[src/rtl/vicf_pkg.sv]
package vicf_pkg;

    typedef enum logic [0:0] {
        ST_IDLE = 1'b0,
        ST_HOLD = 1'b1
    } vicf_state_e;

    // Restart opcode layout: high two bits, three-bit slot number, low three bits
    localparam logic [1:0] RST_OPC_HIGH = 2'b00;
    localparam logic [2:0] RST_OPC_LOW  = 3'b101;
    localparam int         RST_SLOT_W   = 3;

endpackage

[src/rtl/vicf_flag_bank.sv]
module vicf_flag_bank #(
    parameter int N_DEV = 8
) (
    input  logic             clk,
    input  logic             rst_n,
    input  logic [N_DEV-1:0] set_vec,
    input  logic [N_DEV-1:0] clr_vec,
    output logic [N_DEV-1:0] flags
);

    for (genvar g = 0; g < N_DEV; g++) begin : g_flag
        always_ff @(posedge clk) begin
            if (!rst_n) begin
                flags[g] <= 1'b0;
            end else if (set_vec[g]) begin
                // a set pulse outweighs a simultaneous clear
                flags[g] <= 1'b1;
            end else if (clr_vec[g]) begin
                flags[g] <= 1'b0;
            end
        end
    end

endmodule

[src/rtl/vicf_lowest_pick.sv]
module vicf_lowest_pick #(
    parameter int N_DEV = 8,
    parameter int IDX_W = 3
) (
    input  logic [N_DEV-1:0] req,
    output logic             found,
    output logic [IDX_W-1:0] idx
);

    always_comb begin
        found = 1'b0;
        idx   = '0;
        for (int i = N_DEV - 1; i >= 0; i--) begin
            if (req[i]) begin
                found = 1'b1;
                idx   = IDX_W'(i);
            end
        end
    end

endmodule

[src/rtl/vicf_seq.sv]
module vicf_seq
    import vicf_pkg::*;
#(
    parameter int N_DEV = 8,
    parameter int IDX_W = 3
) (
    input  logic             clk,
    input  logic             rst_n,
    input  logic             pick_found,
    input  logic [IDX_W-1:0] pick_idx,
    input  logic             cpu_ack,
    output logic             busy,
    output logic [IDX_W-1:0] held_idx,
    output logic [N_DEV-1:0] clr_vec
);

    vicf_state_e state_q, state_d;
    logic [IDX_W-1:0] idx_q, idx_d;

    // next-state selection
    always_comb begin
        state_d = state_q;
        idx_d   = idx_q;
        unique case (state_q)
            ST_IDLE: begin
                if (pick_found) begin          // grant
                    state_d = ST_HOLD;
                    idx_d   = pick_idx;
                end
            end
            ST_HOLD: begin
                if (cpu_ack) begin             // release
                    state_d = ST_IDLE;
                end
            end
            default: state_d = ST_IDLE;
        endcase
    end

    // state register
    always_ff @(posedge clk) begin
        if (!rst_n) begin
            state_q <= ST_IDLE;
            idx_q   <= '0;
        end else begin
            state_q <= state_d;
            idx_q   <= idx_d;
        end
    end

    // outputs
    always_comb begin
        busy     = 1'b0;
        held_idx = idx_q;
        clr_vec  = '0;
        unique case (state_q)
            ST_IDLE: busy = 1'b0;
            ST_HOLD: begin
                busy = 1'b1;
                if (cpu_ack) begin
                    clr_vec[idx_q] = 1'b1;
                end
            end
            default: busy = 1'b0;
        endcase
    end

endmodule

[src/rtl/vicf_top.sv]
module vicf_top
    import vicf_pkg::*;
#(
    parameter int N_DEV      = 8,
    parameter int ADDR_W     = 14,
    parameter int SLOT_SHIFT = 3
) (
    input  logic              clk,
    input  logic              rst_n,
    input  logic [N_DEV-1:0]  dev_set,
    input  logic [N_DEV-1:0]  class_defer,
    input  logic              insn_end,
    input  logic              defer_check,
    input  logic              cpu_ack,
    output logic              irq_req,
    output logic [7:0]        vec_opcode,
    output logic [ADDR_W-1:0] vec_addr,
    output logic [N_DEV-1:0]  sense_flags
);

    localparam int IDX_W = (N_DEV > 1) ? $clog2(N_DEV) : 1;

    logic [N_DEV-1:0] flags;
    logic [N_DEV-1:0] clr_vec;
    logic [N_DEV-1:0] class_open;
    logic [N_DEV-1:0] eligible;
    logic             pick_found;
    logic [IDX_W-1:0] pick_idx;
    logic             busy;
    logic [IDX_W-1:0] held_idx;
    logic [RST_SLOT_W-1:0] slot;

    vicf_flag_bank #(.N_DEV(N_DEV)) u_flags (
        .clk     (clk),
        .rst_n   (rst_n),
        .set_vec (dev_set),
        .clr_vec (clr_vec),
        .flags   (flags)
    );

    // which classes the current strobes admit
    always_comb begin
        class_open = '0;
        if (insn_end)    class_open = class_open | ~class_defer;
        if (defer_check) class_open = class_open |  class_defer;
        eligible = flags & class_open;
    end

    vicf_lowest_pick #(.N_DEV(N_DEV), .IDX_W(IDX_W)) u_pick (
        .req   (eligible),
        .found (pick_found),
        .idx   (pick_idx)
    );

    vicf_seq #(.N_DEV(N_DEV), .IDX_W(IDX_W)) u_seq (
        .clk        (clk),
        .rst_n      (rst_n),
        .pick_found (pick_found),
        .pick_idx   (pick_idx),
        .cpu_ack    (cpu_ack),
        .busy       (busy),
        .held_idx   (held_idx),
        .clr_vec    (clr_vec)
    );

    assign slot = RST_SLOT_W'(held_idx);

    always_comb begin
        if (busy) begin
            vec_opcode = {RST_OPC_HIGH, slot, RST_OPC_LOW};
            vec_addr   = ADDR_W'(held_idx) << SLOT_SHIFT;
        end else begin
            vec_opcode = 8'h00;
            vec_addr   = '0;
        end
    end

    assign irq_req     = busy;
    assign sense_flags = flags;

endmodule

[config.mk]
export PLATFORM = sky130hd
export DESIGN_NAME = vicf_top
export DESIGN_NICKNAME = d
export VERILOG_FILES = /design/src/rtl/vicf_pkg.sv /design/src/rtl/vicf_flag_bank.sv /design/src/rtl/vicf_lowest_pick.sv /design/src/rtl/vicf_seq.sv /design/src/rtl/vicf_top.sv
export SDC_FILE = /design/constraint.sdc
export NUM_CORES = 1
export LEC_CHECK = 0
export ABC_AREA = 1
export BUFFER_PORTS_ARGS = -buffer_cell sky130_fd_sc_hd__buf_2
export CORE_UTILIZATION = 40
export DETAILED_ROUTE_END_ITERATION = 6
export GPL_TIMING_DRIVEN = 0
export PLACE_DENSITY = 0.81
export SYNTH_ARGS = -nofsm -noshare
export SYNTH_HDL_FRONTEND = slang
export SYNTH_SLANG_ARGS = --single-unit
[constraint.sdc]
create_clock -name clk -period 1.26 [get_ports clk]
set_input_delay 0.189 -clock clk [delete_from_list [all_inputs] [get_ports clk]]
set_output_delay 0.189 -clock clk [all_outputs]
set_load 0.01 [all_outputs]
==> results_dict.tcl <==
set metrics [dict create \
    run_status "completed" \
    worstSetupEndpointType "output port" \
    pwr-share-seq_pct 40.1 \
    drive_gt1_share_pct 40.5 \
    core_sq_mm 0.00194 \
    clock_tree.buffer_depth 2 \
    drtAntennaViolNets 0 \
    syn_area_sq_um 825 \
    switching_share_pct 33.8 \
    slew_violations 0 \
    antenna_found_initial 0 \
    htreeDepth 1 \
    r2r_end "u_seq.held_idx[1]$_SDFFE_PN0P_" \
    setup_viol 0 \
    r2r-start "u_flags.flags[7]$_SDFFE_PN0P_" \
    via_per_inst 4.41 \
    avgSynthCellArea_sq_um 6.29 \
    fp.dieH_um 47.4 \
    combPwrFrac_pct 32.9 \
    num_antenna_cells 0 \
    cp_max_fo 8 \
    netSwitchingPower_w 0.000397 \
    vias 934 \
    critPathKind "reg -> out" \
    period_share_pct 95.8 \
    totalWireLength_um 2030 \
    ff_latch_area_sq_um 248 \
    hp-start "dev_set[7]" \
    final_area_sq_mm 0.00116 \
    layout_min_cycle_time_ps 1210 \
    dp_hpwl_um 1650 \
    cellPowerDensity_mw_per_mm2 1010 \
    p_leak_nw 0.680 \
    yosysTopAreaCell "dfxtp_1" \
    syn_inst 131 \
    dr.pass1.iters 4 \
    rows 16 \
    cts.sinks 12 \
    reg2regPathDepth 9 \
    numCtsBuffers 3 \
    start_util_pct 42.5 \
    required_ps 1070 \
    arrival_ps 1020 \
    wire_per_inst_um 9.57 \
    layout_common_cells "buf_2 (35), nand2_1 (33), buf_4 (19)" \
    grt_start_max_net_pins 10 \
    hold_viol 0 \
    holdWs_ps 108 \
    fmax_ghz 0.829 \
    syn_to_final_growth_pct 40.2 \
    yosysSeqAreaShare_pct 29.1 \
    numPortBuffers 37 \
    placed_area_sq_mm 0.00109 \
    root_buffer "clkbuf_4" \
    grt_pass1_wl_um 2820 \
    power.internal_w 0.000776 \
    insertion_delay_ps 280 \
    overflow 0 \
    drc 0 \
    regToRegSetupSlack_ps 110 \
    peakVddDrop_v 0.00101 \
    yosys.cell_types.count 21 \
    rsz0062_at_grt "true" \
    io_pins 52 \
    start_kind "flip-flop" \
    finClkSkew_ps 5.75 \
    drt_iter0_drc 30 \
    cts_tree "built" \
    gp_congestion 0.878 \
    hold_path_depth 3 \
    grtUsageTotal_pct 18.9 \
    dieArea_sq_mm 0.00225 \
    holdCritPathClass "in -> reg" \
    nNetsFinal 207 \
    ys_top_cells_by_area "dfxtp_1 (29%), buf_4 (17%), nand2_1 (15%)" \
    final_common_cell "buf_2" \
    fill_cells 197 \
    grt_pass1_vias 707 \
    yosys_warnings 0 \
    multi_input_area_sq_um 427 \
    synth_seq_cells 12 \
    yosys.area.top_type_share_pct 29.1 \
    clkTransAtPathRegs_ps 80 \
    hold_buffers 0 \
    report.power.total_w 0.00117 \
    hold_end "u_flags.flags[7]$_SDFFE_PN0P_" \
    maxCapViolations 0 \
    die_w_um 47.4 \
    clkPwrFrac_pct 26.9 \
]
## how the worst max path moves through the flow
stage                                   from                             end  slack (ps)  depth (start not counted)
global route        u_seq.state_q$_SDFF_PN0_                   vec_opcode[3]          -2                          4
detailed placement                  insn_end  u_seq.held_idx[1]$_SDFFE_PN0P_         -60                          8
finish              u_seq.state_q$_SDFF_PN0_                   vec_opcode[4]          50                          4
global placement    u_seq.state_q$_SDFF_PN0_   u_flags.flags[4]$_SDFFE_PN0P_          -8                          5
CTS                 u_seq.state_q$_SDFF_PN0_                   vec_opcode[3]           2                          4
floorplan           u_seq.state_q$_SDFF_PN0_   u_flags.flags[2]$_SDFFE_PN0P_          70                          5
## power groups by stage
stage	logic, W	clock network, W	registers (W)
final	0.000386	0.000316	0.000471
after global routing	0.000432	0.000345	0.000477
after CTS	0.000372	0.000325	0.000466
after detailed placement	0.000370	0	0.000471
after global placement	0.000358	0	0.000469
after floorplan	0.000244	0	0.000472
## Yosys cell counts
library cell,instances
a21oi_1,11
a31oi_1,1
buf_4,19
clkinv_1,2
conb_1,1
dfxtp_1,12
inv_1,16
inv_2,1
nand2_1,34
nand2_2,2
nand3_1,1
nand3_2,1
nor2_1,13
nor3_1,1
o211ai_1,1
o21ai_0,9
o21ai_1,1
o21ai_2,2
o41ai_1,1
or2_0,1
or2_2,1
## through the flow
| step | util (%) | cells | worst slack [ps] | TNS [ps] |
|---|---|---|---|---|
| floorplan | - | 144 | 70.5 | 0 |
| global placement | 56.3 | 208 | -8.23 | -8.23 |
| detailed placement | 56.3 | 208 | -60.8 | -168 |
| CTS | 58.4 | 212 | 2.48 | 0 |
| global route | 59.5 | 212 | -2.27 | -2.27 |
| finish | 59.5 | 212 | 53.5 | 0 |
## cell type report
| type | count | share of cell area (%) |
|---|---|---|
| clock buffer | 4 | 3.14 |
| sequential | 12 | 21.4 |
| buffer | 19 | 12.3 |
| inverter | 19 | 6.17 |
| multi-input combinational | 94 | 36.9 |
| timing repair buffer | 37 | 17.1 |
| tap | 27 | 2.92 |
## repair_timing
| item | in CTS | in global routing |
|---|---|---|
| endpoints found under the setup margin | 7 | 4 |
| resized for setup | 4 | 9 |
| hold endpoints to repair | 0 | 0 |
| setup buffers | 0 | 0 |
| pin swaps | 0 | 1 |
## flip-flops by register name, summed over array words and instances (netlist names)
signal          count
u_flags.flags       8
u_seq.held_idx      3
u_seq.state_q       1
## critical path, stage by stage, from the launching register on
cell and delay [ps]:
dfxtp_4 380, nand2_1 80, inv_2 40, buf_4 120
buf_2 130
## routing by layer
metal  share of wire, %  GRT usage (%)  up-vias
met1                 43           22.0      406
met5                  0              0        -
li1                   -              -      486
met3                6.1           2.31        4
met2                 48           31.5       38
met4                2.7           13.7        0
## cell families (layout without fill, tap and decap cells)
| family | after synthesis | count (layout) | share of synthesized area (%) |
|---|---|---|---|
| compound gates | 26 | 26 | 17.6 |
| other cells | 1 | 14 | 0.455 |
| buf+inv | 38 | 79 | 25.9 |
| simple gates | 54 | 54 | 26.9 |
| flops | 12 | 12 | 29.1 |
Power figures use the tool's default switching activity.
